==> config.mk <==
export PLATFORM = sky130hd
export DESIGN_NAME = sectored_dec_cache
export DESIGN_NICKNAME = d
export VERILOG_FILES = /design/src/rtl/sdc_pkg.sv /design/src/rtl/sdc_tag_store.sv /design/src/rtl/sdc_slot_store.sv /design/src/rtl/sectored_dec_cache.sv
export SDC_FILE = /design/constraint.sdc
export NUM_CORES = 2
export LEC_CHECK = 0
export BUFFER_PORTS_ARGS = -buffer_cell sky130_fd_sc_hd__buf_2
export CORE_ASPECT_RATIO = 0.7
export CORE_UTILIZATION = 50
export DETAILED_ROUTE_END_ITERATION = 8
export PLACE_DENSITY_LB_ADDON = 0.3
export SETUP_SLACK_MARGIN = 0.4
export SYNTH_ARGS = -nofsm -noshare
export SYNTH_HDL_FRONTEND = slang
export SYNTH_MEMORY_MAX_BITS = 65536
export SYNTH_SLANG_ARGS = --single-unit
==> constraint.sdc <==
create_clock -name clk -period 8 [get_ports clk]
set_clock_uncertainty 0.05 [all_clocks]
set_input_delay 0.8 -clock clk [delete_from_list [all_inputs] [get_ports clk]]
set_output_delay 0.8 -clock clk [all_outputs]
set_load 0.005 [all_outputs]
==> src/rtl/sdc_pkg.sv <==
package sdc_pkg;
  // Kind of update a fill offer causes in its sector.
  typedef enum logic [1:0] {
    FILL_NONE    = 2'd0,
    FILL_SLOT    = 2'd1,
    FILL_REPLACE = 2'd2
  } fill_kind_e;
endpackage

==> src/rtl/sdc_tag_store.sv <==
module sdc_tag_store #(
  parameter int NUM_SECTORS = 8,
  parameter int TAG_W       = 23,
  localparam int SEC_IW     = $clog2(NUM_SECTORS)
) (
  input  logic              clk,
  input  logic              rst_n,
  input  logic              flush,
  input  logic [SEC_IW-1:0] lk_sec,
  output logic [TAG_W-1:0]  lk_tag,
  output logic              lk_tvld,
  input  logic [SEC_IW-1:0] fl_sec,
  output logic [TAG_W-1:0]  fl_tag,
  output logic              fl_tvld,
  input  logic              wr_en,
  input  logic [TAG_W-1:0]  wr_tag
);
  logic [TAG_W-1:0]       tag_q [NUM_SECTORS];
  logic [NUM_SECTORS-1:0] tvld_q;

  for (genvar s = 0; s < NUM_SECTORS; s++) begin : g_sector
    always_ff @(posedge clk) begin
      if (!rst_n) begin
        tvld_q[s] <= 1'b0;
        tag_q[s]  <= '0;
      end else if (flush) begin
        tvld_q[s] <= 1'b0;
      end else if (wr_en && fl_sec == SEC_IW'(s)) begin
        tvld_q[s] <= 1'b1;
        tag_q[s]  <= wr_tag;
      end
    end
  end

  assign lk_tag  = tag_q[lk_sec];
  assign lk_tvld = tvld_q[lk_sec];
  assign fl_tag  = tag_q[fl_sec];
  assign fl_tvld = tvld_q[fl_sec];

  assert_flush_drops_tags_R8: assert property (@(posedge clk) disable iff (!rst_n)
    flush |=> (tvld_q == '0));
  assert_replace_installs_tag_R6: assert property (@(posedge clk) disable iff (!rst_n)
    (wr_en && !flush) |=> (tvld_q[$past(fl_sec)] && tag_q[$past(fl_sec)] == $past(wr_tag)));
endmodule

==> src/rtl/sdc_slot_store.sv <==
module sdc_slot_store #(
  parameter int NUM_SECTORS = 8,
  parameter int SPS         = 16,
  parameter int SLOT_W      = 32,
  localparam int SEC_IW     = $clog2(NUM_SECTORS),
  localparam int SLOT_IW    = $clog2(SPS),
  localparam int TOTAL      = NUM_SECTORS * SPS
) (
  input  logic               clk,
  input  logic               rst_n,
  input  logic               flush,
  input  logic [SEC_IW-1:0]  rd_sec,
  input  logic [SLOT_IW-1:0] rd_slot,
  output logic               rd_vld,
  output logic [SLOT_W-1:0]  rd_word,
  input  logic               wr_en,
  input  logic               wr_clear,
  input  logic [SEC_IW-1:0]  wr_sec,
  input  logic [SLOT_IW-1:0] wr_slot,
  input  logic [SLOT_W-1:0]  wr_word
);
  logic [NUM_SECTORS-1:0][SPS-1:0] vld_q;
  logic [SLOT_W-1:0]               data_q [TOTAL];

  for (genvar s = 0; s < NUM_SECTORS; s++) begin : g_sector
    logic [SPS-1:0] sel;
    always_comb begin
      sel = '0;
      sel[wr_slot] = 1'b1;
    end
    always_ff @(posedge clk) begin
      if (!rst_n || flush) begin
        vld_q[s] <= '0;
      end else if (wr_en && wr_sec == SEC_IW'(s)) begin
        vld_q[s] <= (wr_clear ? '0 : vld_q[s]) | sel;
      end
    end
  end

  always_ff @(posedge clk) begin
    if (wr_en && !flush) data_q[{wr_sec, wr_slot}] <= wr_word;
  end

  assign rd_vld  = vld_q[rd_sec][rd_slot];
  assign rd_word = data_q[{rd_sec, rd_slot}];

  assert_flush_empties_R8: assert property (@(posedge clk) disable iff (!rst_n)
    flush |=> (vld_q == '0));
  assert_idle_keeps_state_R4: assert property (@(posedge clk) disable iff (!rst_n)
    (!wr_en && !flush) |=> $stable(vld_q));
  assert_replace_single_R6: assert property (@(posedge clk) disable iff (!rst_n)
    (wr_en && wr_clear && !flush) |=> ($countones(vld_q[$past(wr_sec)]) == 1));
  assert_write_sets_valid_R5: assert property (@(posedge clk) disable iff (!rst_n)
    (wr_en && !flush) |=> vld_q[$past(wr_sec)][$past(wr_slot)]);
endmodule

==> src/rtl/sectored_dec_cache.sv <==
module sectored_dec_cache #(
  parameter int ADDR_W           = 32,
  parameter int SLOT_W           = 32,
  parameter int INSTR_BYTES      = 4,
  parameter int SLOTS_PER_LINE   = 4,
  parameter int LINES_PER_SECTOR = 4,
  parameter int CAPACITY_BYTES   = 512,
  localparam int SPS         = SLOTS_PER_LINE * LINES_PER_SECTOR,
  localparam int NUM_SECTORS = (CAPACITY_BYTES * 8 / SLOT_W) / SPS,
  localparam int OFS_W       = $clog2(INSTR_BYTES),
  localparam int SLOT_IW     = $clog2(SPS),
  localparam int SEC_IW      = $clog2(NUM_SECTORS),
  localparam int TAG_W       = ADDR_W - OFS_W - SLOT_IW - SEC_IW
) (
  input  logic              clk,
  input  logic              rst_n,
  input  logic              flush,
  input  logic              lk_valid,
  input  logic [ADDR_W-1:0] lk_addr,
  output logic              rsp_valid,
  output logic              rsp_hit,
  output logic [SLOT_W-1:0] rsp_word,
  input  logic              fl_valid,
  input  logic [ADDR_W-1:0] fl_addr,
  input  logic [SLOT_W-1:0] fl_word,
  input  logic              fl_cacheable
);
  import sdc_pkg::*;

  logic [SLOT_IW-1:0] lk_slot, fl_slot;
  logic [SEC_IW-1:0]  lk_sec, fl_sec;
  logic [TAG_W-1:0]   lk_tag, fl_tag;
  logic [TAG_W-1:0]   cur_lk_tag, cur_fl_tag;
  logic               cur_lk_tvld, cur_fl_tvld;
  logic               slot_vld;
  logic [SLOT_W-1:0]  slot_word;
  fill_kind_e         kind;
  logic               hit_c;

  assign lk_slot = lk_addr[OFS_W +: SLOT_IW];
  assign lk_sec  = lk_addr[OFS_W + SLOT_IW +: SEC_IW];
  assign lk_tag  = lk_addr[ADDR_W-1 -: TAG_W];
  assign fl_slot = fl_addr[OFS_W +: SLOT_IW];
  assign fl_sec  = fl_addr[OFS_W + SLOT_IW +: SEC_IW];
  assign fl_tag  = fl_addr[ADDR_W-1 -: TAG_W];

  always_comb begin
    if (!fl_valid || !fl_cacheable || flush)            kind = FILL_NONE;
    else if (cur_fl_tvld && cur_fl_tag == fl_tag)       kind = FILL_SLOT;
    else                                                kind = FILL_REPLACE;
  end

  sdc_tag_store #(.NUM_SECTORS(NUM_SECTORS), .TAG_W(TAG_W)) i_tags (
    .clk(clk), .rst_n(rst_n), .flush(flush),
    .lk_sec(lk_sec), .lk_tag(cur_lk_tag), .lk_tvld(cur_lk_tvld),
    .fl_sec(fl_sec), .fl_tag(cur_fl_tag), .fl_tvld(cur_fl_tvld),
    .wr_en(kind == FILL_REPLACE), .wr_tag(fl_tag)
  );

  sdc_slot_store #(.NUM_SECTORS(NUM_SECTORS), .SPS(SPS), .SLOT_W(SLOT_W)) i_slots (
    .clk(clk), .rst_n(rst_n), .flush(flush),
    .rd_sec(lk_sec), .rd_slot(lk_slot), .rd_vld(slot_vld), .rd_word(slot_word),
    .wr_en(kind != FILL_NONE), .wr_clear(kind == FILL_REPLACE),
    .wr_sec(fl_sec), .wr_slot(fl_slot), .wr_word(fl_word)
  );

  assign hit_c = lk_valid && cur_lk_tvld && (cur_lk_tag == lk_tag) && slot_vld;

  always_ff @(posedge clk) begin
    if (!rst_n) begin
      rsp_valid <= 1'b0;
      rsp_hit   <= 1'b0;
      rsp_word  <= '0;
    end else begin
      rsp_valid <= lk_valid;
      rsp_hit   <= hit_c;
      rsp_word  <= hit_c ? slot_word : '0;
    end
  end

  assert_rsp_follows_req_R2: assert property (@(posedge clk) disable iff (!rst_n)
    lk_valid |=> rsp_valid);
  assert_no_rsp_without_req_R2: assert property (@(posedge clk) disable iff (!rst_n)
    !lk_valid |=> !rsp_valid);
  assert_hit_needs_rsp_R3: assert property (@(posedge clk) disable iff (!rst_n)
    rsp_hit |-> rsp_valid);
  assert_miss_word_zero_R3: assert property (@(posedge clk) disable iff (!rst_n)
    !rsp_hit |-> (rsp_word == '0));
endmodule

Word-level counts from Yosys, hierarchy flattened --
Memories as Yosys holds them, arrays and structs flattened. A register that Yosys moved wholly into a read port is not among the register bits. Cells that the tools add are included. W data, S select, Z words.
Word-level totals: bits in latches 0, input port bits 102, output and inout port bits 34, logic and storage cells 149, memories 2, register bits after elaboration 138, RAM bits 4280, memory bits (read-only) 0
Memories:
- i_slots.data_q | depth 128, bits a word 32, read ports 1, clocked after Yosys merged registers in 1, write ports 1, RTL line sdc_slot_store.sv:23 | logic [SLOT_W-1:0] data_q [TOTAL];
- i_tags.tag_q | depth 8, bits a word 23, read ports 2, clocked after Yosys merged registers in 0, write ports 8, RTL line sdc_tag_store.sv:18 | logic [TAG_W-1:0] tag_q [NUM_SECTORS];
Operators by class: reduce and logical (&&, ||, !) cells 34, $lt $le $gt $ge 5, muxes and demuxes 63, div/mod/pow operators 0, bitwise gates (word level) 17, shift-type cells 0, equality and inequality tests 10, $mul 0, add/subtract/negate cells 0
Operators with widths (count):
- $mux W23 | 8
- $mux W16 | 9
- $or A16 B16 Y16 | 8
- $bmux W16 S3 | 1
- $eq A23 B23 Y1 | 2
- $mux W1 | 39
- $logic_and A1 B1 Y1 | 22
- $eq A3 B3 Y1 const B | 4
- $lt A4 B5 Y1 const B | 2
- $lt A3 B4 Y1 const B | 2
- $or A1 B1 Y1 | 8
- $bmux W1 S3 | 2
- $eq A3 B2 Y1 const B | 2
- $logic_not A1 Y1 | 5
- $bmux W1 S4 | 1
- $demux W1 S4 | 1
- $ge A4 B1 Y1 const B | 1
- $mux W2 | 2
- $eq A3 B1 Y1 const B | 1
- $logic_not A3 Y1 | 1
- $logic_or A1 B1 Y1 | 3
- $eq A2 B2 Y1 const B | 1
- $reduce_and A2 Y1 | 1
- $reduce_bool A2 Y1 | 1
- other kinds (2) | 2

Depth between registers and ports, before layout --
word-level depth 12, gate-level depth with buffers 13

By module --
Synthesis repeated with hierarchy kept, for this count alone.
Unflattened totals: cells, all modules 7761, area, all modules 170727.5 um^2
Modules (own cells, without submodules):
- sdc_slot_store | cells each 6950, area an instance 158923.7 um^2, times used 1, sequential area each 125560.4 um^2
- sdc_tag_store | cells each 639, area an instance 10090.9 um^2, times used 1, sequential area each 5685.5 um^2
- sectored_dec_cache | cells each 172, area an instance 1712.9 um^2, times used 1, sequential area each 680.7 um^2

Least setup slack after synthesis --
No wires, ideal clock.
path type input port to flip-flop, start point input port fl_addr[8], end point register i_slots.vld_q[112] in the netlist's numbering, library setup time 0.084 ns, buffers on the path 3, arrival 5.792 ns, required time 7.866 ns, setup slack 2.074 ns, cell stages on the path 9, cell sequence buf_2 -> buf_2 -> buf_2 -> inv_1 -> nor2_1 -> nand2_1 -> nor4b_1 -> o21ai_0 -> a21oi_1
Between the ends: cells in the longest elaborated chain, start to end 8, elaborated cells on any way between the ends 13, classes of those cells 3 x eq/ne; 5 x mux; 1 x bitwise; 3 x reduce/logical; 1 x memory
Ends and longest elaborated chain:
- from (decl) | RTL line sectored_dec_cache.sv:24 | input logic [ADDR_W-1:0] fl_addr,
- $mem_v2 Z8 W23 or $bmux W1 S3 (tied branches)
- $eq A23 B23 Y1 or $mux W1 (tied branches) | RTL line sectored_dec_cache.sv:49, sdc_tag_store.sv:38
- $logic_and A1 B1 Y1 | RTL line sectored_dec_cache.sv:49 | else if (cur_fl_tvld && cur_fl_tag == fl_tag) kind = FILL_SLOT;
- $mux W2 | RTL line sectored_dec_cache.sv:49
- $mux W2 | RTL line sectored_dec_cache.sv:48 | if (!fl_valid || !fl_cacheable || flush) kind = FILL_NONE;
- $eq A2 B2 Y1 | RTL line sectored_dec_cache.sv:63 | .wr_en(kind != FILL_NONE), .wr_clear(kind == FILL_REPLACE),
- $mux W16 | RTL line sdc_slot_store.sv:35 | vld_q[s] <= (wr_clear ? '0 : vld_q[s]) | sel;
- $or A16 B16 Y16 | RTL line sdc_slot_store.sv:35
- to (signal, indexed assignment) | RTL line sdc_slot_store.sv:35
- to (decl) | RTL line sdc_slot_store.sv:22 | logic [NUM_SECTORS-1:0][SPS-1:0] vld_q;
Parallel ways exist; a longest one is shown, timed or not. The select of a mux whose other input is x is not followed. A chain may end at the register's enable or synchronous reset.

==> impl_metrics.py <==
metrics = {
    "outcome": {
        "outcome": "finished, final reports clean",
    },
    "clock_network": {
        "htreeDepth": 5,
        "cts_tree": "yes",
        "cts_hold_buf": 0,
        "cts_buffers": 410,
        "clock_sinks": 4450,
        "clockBufferDepth": 4,
        "cts_resized": 0,
        "cts.clk_slew.worst_paths_ns": 0.06,
        "clk_latency_ns": 0.96,
        "post-cts-setup-buffers": 0,
        "root_buffer": "clkbuf_16",
    },
    "route": {
        "first_iter_violations": 13802,
        "routed-via-count": 84047,
        "first_pass_iters": 6,
        "viasPerCell": 6.60,
        "route.detailed.drc": 0,
        "wl_per_cell_um": 35.6,
        "drt-total-wl_mm": 453,
        "drtAntennaViolNets": 0,
    },
    "critical_path": {
        "crit_type": "input pin to flop",
        "slowest_delay_ns": 0.86,
        "crit_top_cell": "buf_4",
        "cp-end-kind": "flop",
        "critPathRequiredTime_ns": 8.60,
        "cp_max_fo": 72,
        "r2r_cells": 8,
        "critical-path-top-delay-family": "buffers and inverters",
        "cp-start-kind": "input pin",
        "rrSetupSlack_ns": 3.64,
        "critPathSlowestCell": "and3_4",
        "cp_cell_sequence": "buf_2, buf_4, mux4_2, mux2i_1, xor2_1, o2111ai_1, nor4_2, and3_4, buf_4, nor3b_1",
        "cp.buffers_inverters": 3,
        "r2r-start": "i_tags.tag_q[7][5]",
        "rr_endpoint": "i_tags.tag_q[3][10]",
        "arrival_ns": 5.74,
    },
    "sta": {
        "rsz0062_at_grt": "no",
        "hold_viol": 0,
        "setup_violations": 0,
        "tns_ns": 0,
        "drv_slew": 0,
        "fmax_ghz": 0.195,
        "tightest_slew_ns": 1.37,
        "finalCriticalPeriod_ns": 5.14,
        "fin_ws_ns": 2.86,
        "relSlewSlack_pct": 6.24,
        "post-route-period-util_pct": 64.2,
    },
    "global_route": {
        "grt_max_degree": 123,
        "antenna_found_initial": 27,
        "grt_pass1_wl_mm": 635,
        "grtUsageTotal_pct": 25.9,
        "grt_pass1_vias": 83327,
        "grt_overflow": 0,
    },
    "synthesis": {
        "synth_edf_count": 4280,
        "yosys_register_bits": 4450,
        "synth_fp_nets": 7601,
        "synth-simple-area-share_pct": 1.51,
        "ys_types": 58,
        "yosys_warnings": 0,
        "synth_mux_area_share_pct": 19.3,
        "async_flop_share_pct": 0,
        "netlist_instances": 7499,
        "synth_area_um2": 173000,
        "synth.avg_cell_area_um2": 23.1,
        "yosysTopAreaCellShare_pct": 74.3,
        "synth_flop_cell": "edfxtp_1",
        "ys_seq_area_share_pct": 76.3,
        "synth_top_family_by_area": "multiplexers",
        "yosysTopAreaCell": "edfxtp_1",
        "synth_adder_area_share_pct": 0,
        "synth_compound_area_share_pct": 1.43,
        "synthTopCellsByArea": "edfxtp_1 74%, mux4_2 18%, dfxtp_1 2.0%",
        "synth-xor-area-share_pct": 0.198,
    },
    "power_and_ir_drop": {
        "leakagePower_nw": 59.7,
        "ir_worst_vdd_mv": 0.192,
        "power_density_nw_per_um2": 245,
    },
    "placed_design": {
        "hpwl_mm": 247,
        "pre_cts_slack_ns": 2.10,
        "dpl-instance-area_um2": 181000,
        "portBuffers": 131,
        "place.gp.congestion": 0.886,
        "placed_cells": 11970,
    },
    "final_layout": {
        "fin_cells": 12737,
        "final_cell_area_um2": 194000,
        "fill_cells": 24461,
        "syn_to_final_growth_pct": 12.0,
        "drive_gt1_share_pct": 31.8,
        "regArea_um2": 132000,
        "layout.nets": 7934,
        "multiInputGateArea_um2": 39900,
    },
    "floorplan": {
        "fp.dieW_um": 705,
        "core.rowCount": 180,
        "start_util_pct": 50.3,
        "fp.coreArea_um2": 344000,
        "ioPinCount": 136,
        "dieHeight_um": 494,
        "die_area_um2": 348000,
    },
    "worst_hold_path": {
        "worstHoldStart": "fl_addr[20]",
        "holdPathStages": 2,
        "hold_class": "input pin to flop",
        "hold_end": "i_tags.tag_q[7][11]",
    },
    "run": {
        "maxCapViolCount": 0,
    },
}
[cell type report]
cell class                 count  share of cell area [%]
inverter                       3                 0.00581
timing repair buffer         388                    1.53
multi-input combinational   2579                    20.6
clock buffer                 524                    5.71
antenna                       14                  0.0181
sequential                  4450                    68.1
clock inverter               229                    1.05
tap                         4550                    2.94
[layout by cell type, fill, tap and decap left out, drive strengths merged, types with 21 or more instances in the layout]
cell / n
mux4: 1376
o21ai: 125
mux2: 81
buf: 388
edfxtp: 4280
nor3: 146
a31oi: 113
nor2: 221
bufinv: 32
nand2: 78
nor3b: 47
clkinv: 169
a211oi: 23
clkbuf: 524
o22ai: 40
clkinvlp: 21
a221oi: 41
dfxtp: 170
mux2i: 146
xor2: 34
[flip-flops by register name, indices dropped and copies added (netlist names)]
signal,flops
i_slots.data_q,4096
i_slots.vld_q,128
i_tags.tag_q,184
i_tags.tvld_q,8
rsp_hit,1
rsp_valid,1
rsp_word,32
[how the worst max path moves through the flow]
| stage | start | cells after the start | endpoint |
|---|---|---|---|
| detailed placement | fl_addr[8] | 10 | i_tags.tag_q[6][10] |
| finish | fl_addr[8] | 10 | i_tags.tag_q[3][10] |
| global placement | fl_addr[8] | 10 | i_tags.tag_q[2][19] |
| global route | fl_addr[8] | 10 | i_tags.tag_q[1][0] |
| floorplan | fl_addr[8] | 9 | i_slots.vld_q[112] |
| CTS | fl_addr[8] | 10 | i_tags.tag_q[3][10] |
[metrics by stage]
step                      utilization, %  power (mW)  hold slack, ns
after CTS                           56.3        47.6           0.171
final                               56.3        47.5           0.240
after global placement              52.5        28.5           0.395
after floorplan                        -        27.5           0.386
after global routing                56.3        48.7           0.200
after detailed placement            52.5        28.6           0.408
[logic make-up (layout without fill, tap and decap cells)]
kind of cell	count (synthesis)	count (layout)
and+or+nand+nor	555	555
other	0	14
xor gates and xnor gates	39	39
DFF	4450	4450
AOI/OAI and AO/OA	382	382
muxes	1603	1603
buffers and inverters	470	1144
[synthesized netlist by cell type (5+ instances only)]
master	number
xor2_1	34
nor3_1	146
o21ai_0	116
mux2_2	81
mux2i_1	146
a211oi_1	15
buf_6	20
a211oi_2	8
edfxtp_1	4280
nor2_1	221
buf_1	36
o22ai_1	40
nand3_1	11
o21ai_1	9
xnor2_1	5
a221oi_1	41
buf_2	131
clkbuf_1	262
o31ai_1	7
dfxtp_1	170
mux4_2	1367
a31oi_1	113
nand2_1	78
nand2b_1	8
buf_4	16
a2111oi_0	5
mux4_1	9
a22oi_1	11
nor3b_1	47
nor2b_1	16
[report_power, final]
part | total (mW) | switching (mW) | internal [mW] | leakage (nW)
registers | 25.6 | 0.0340 | 25.6 | 39.9
clock network | 19.3 | 8.54 | 10.8 | 6.39
logic | 2.48 | 1.55 | 0.932 | 13.4
[routing by layer]
layer	wire length, um	vias up	share of wire [%]	global-route usage [%]
met2	204000	5214	45	38.2
li1	-	32905	-	-
met1	178000	45207	39	38.6
met3	56600	713	12	6.69
met5	50	-	0.011	0
met4	14000	8	3.1	7.29
Note: power is estimated with default switching activity, not from simulation.
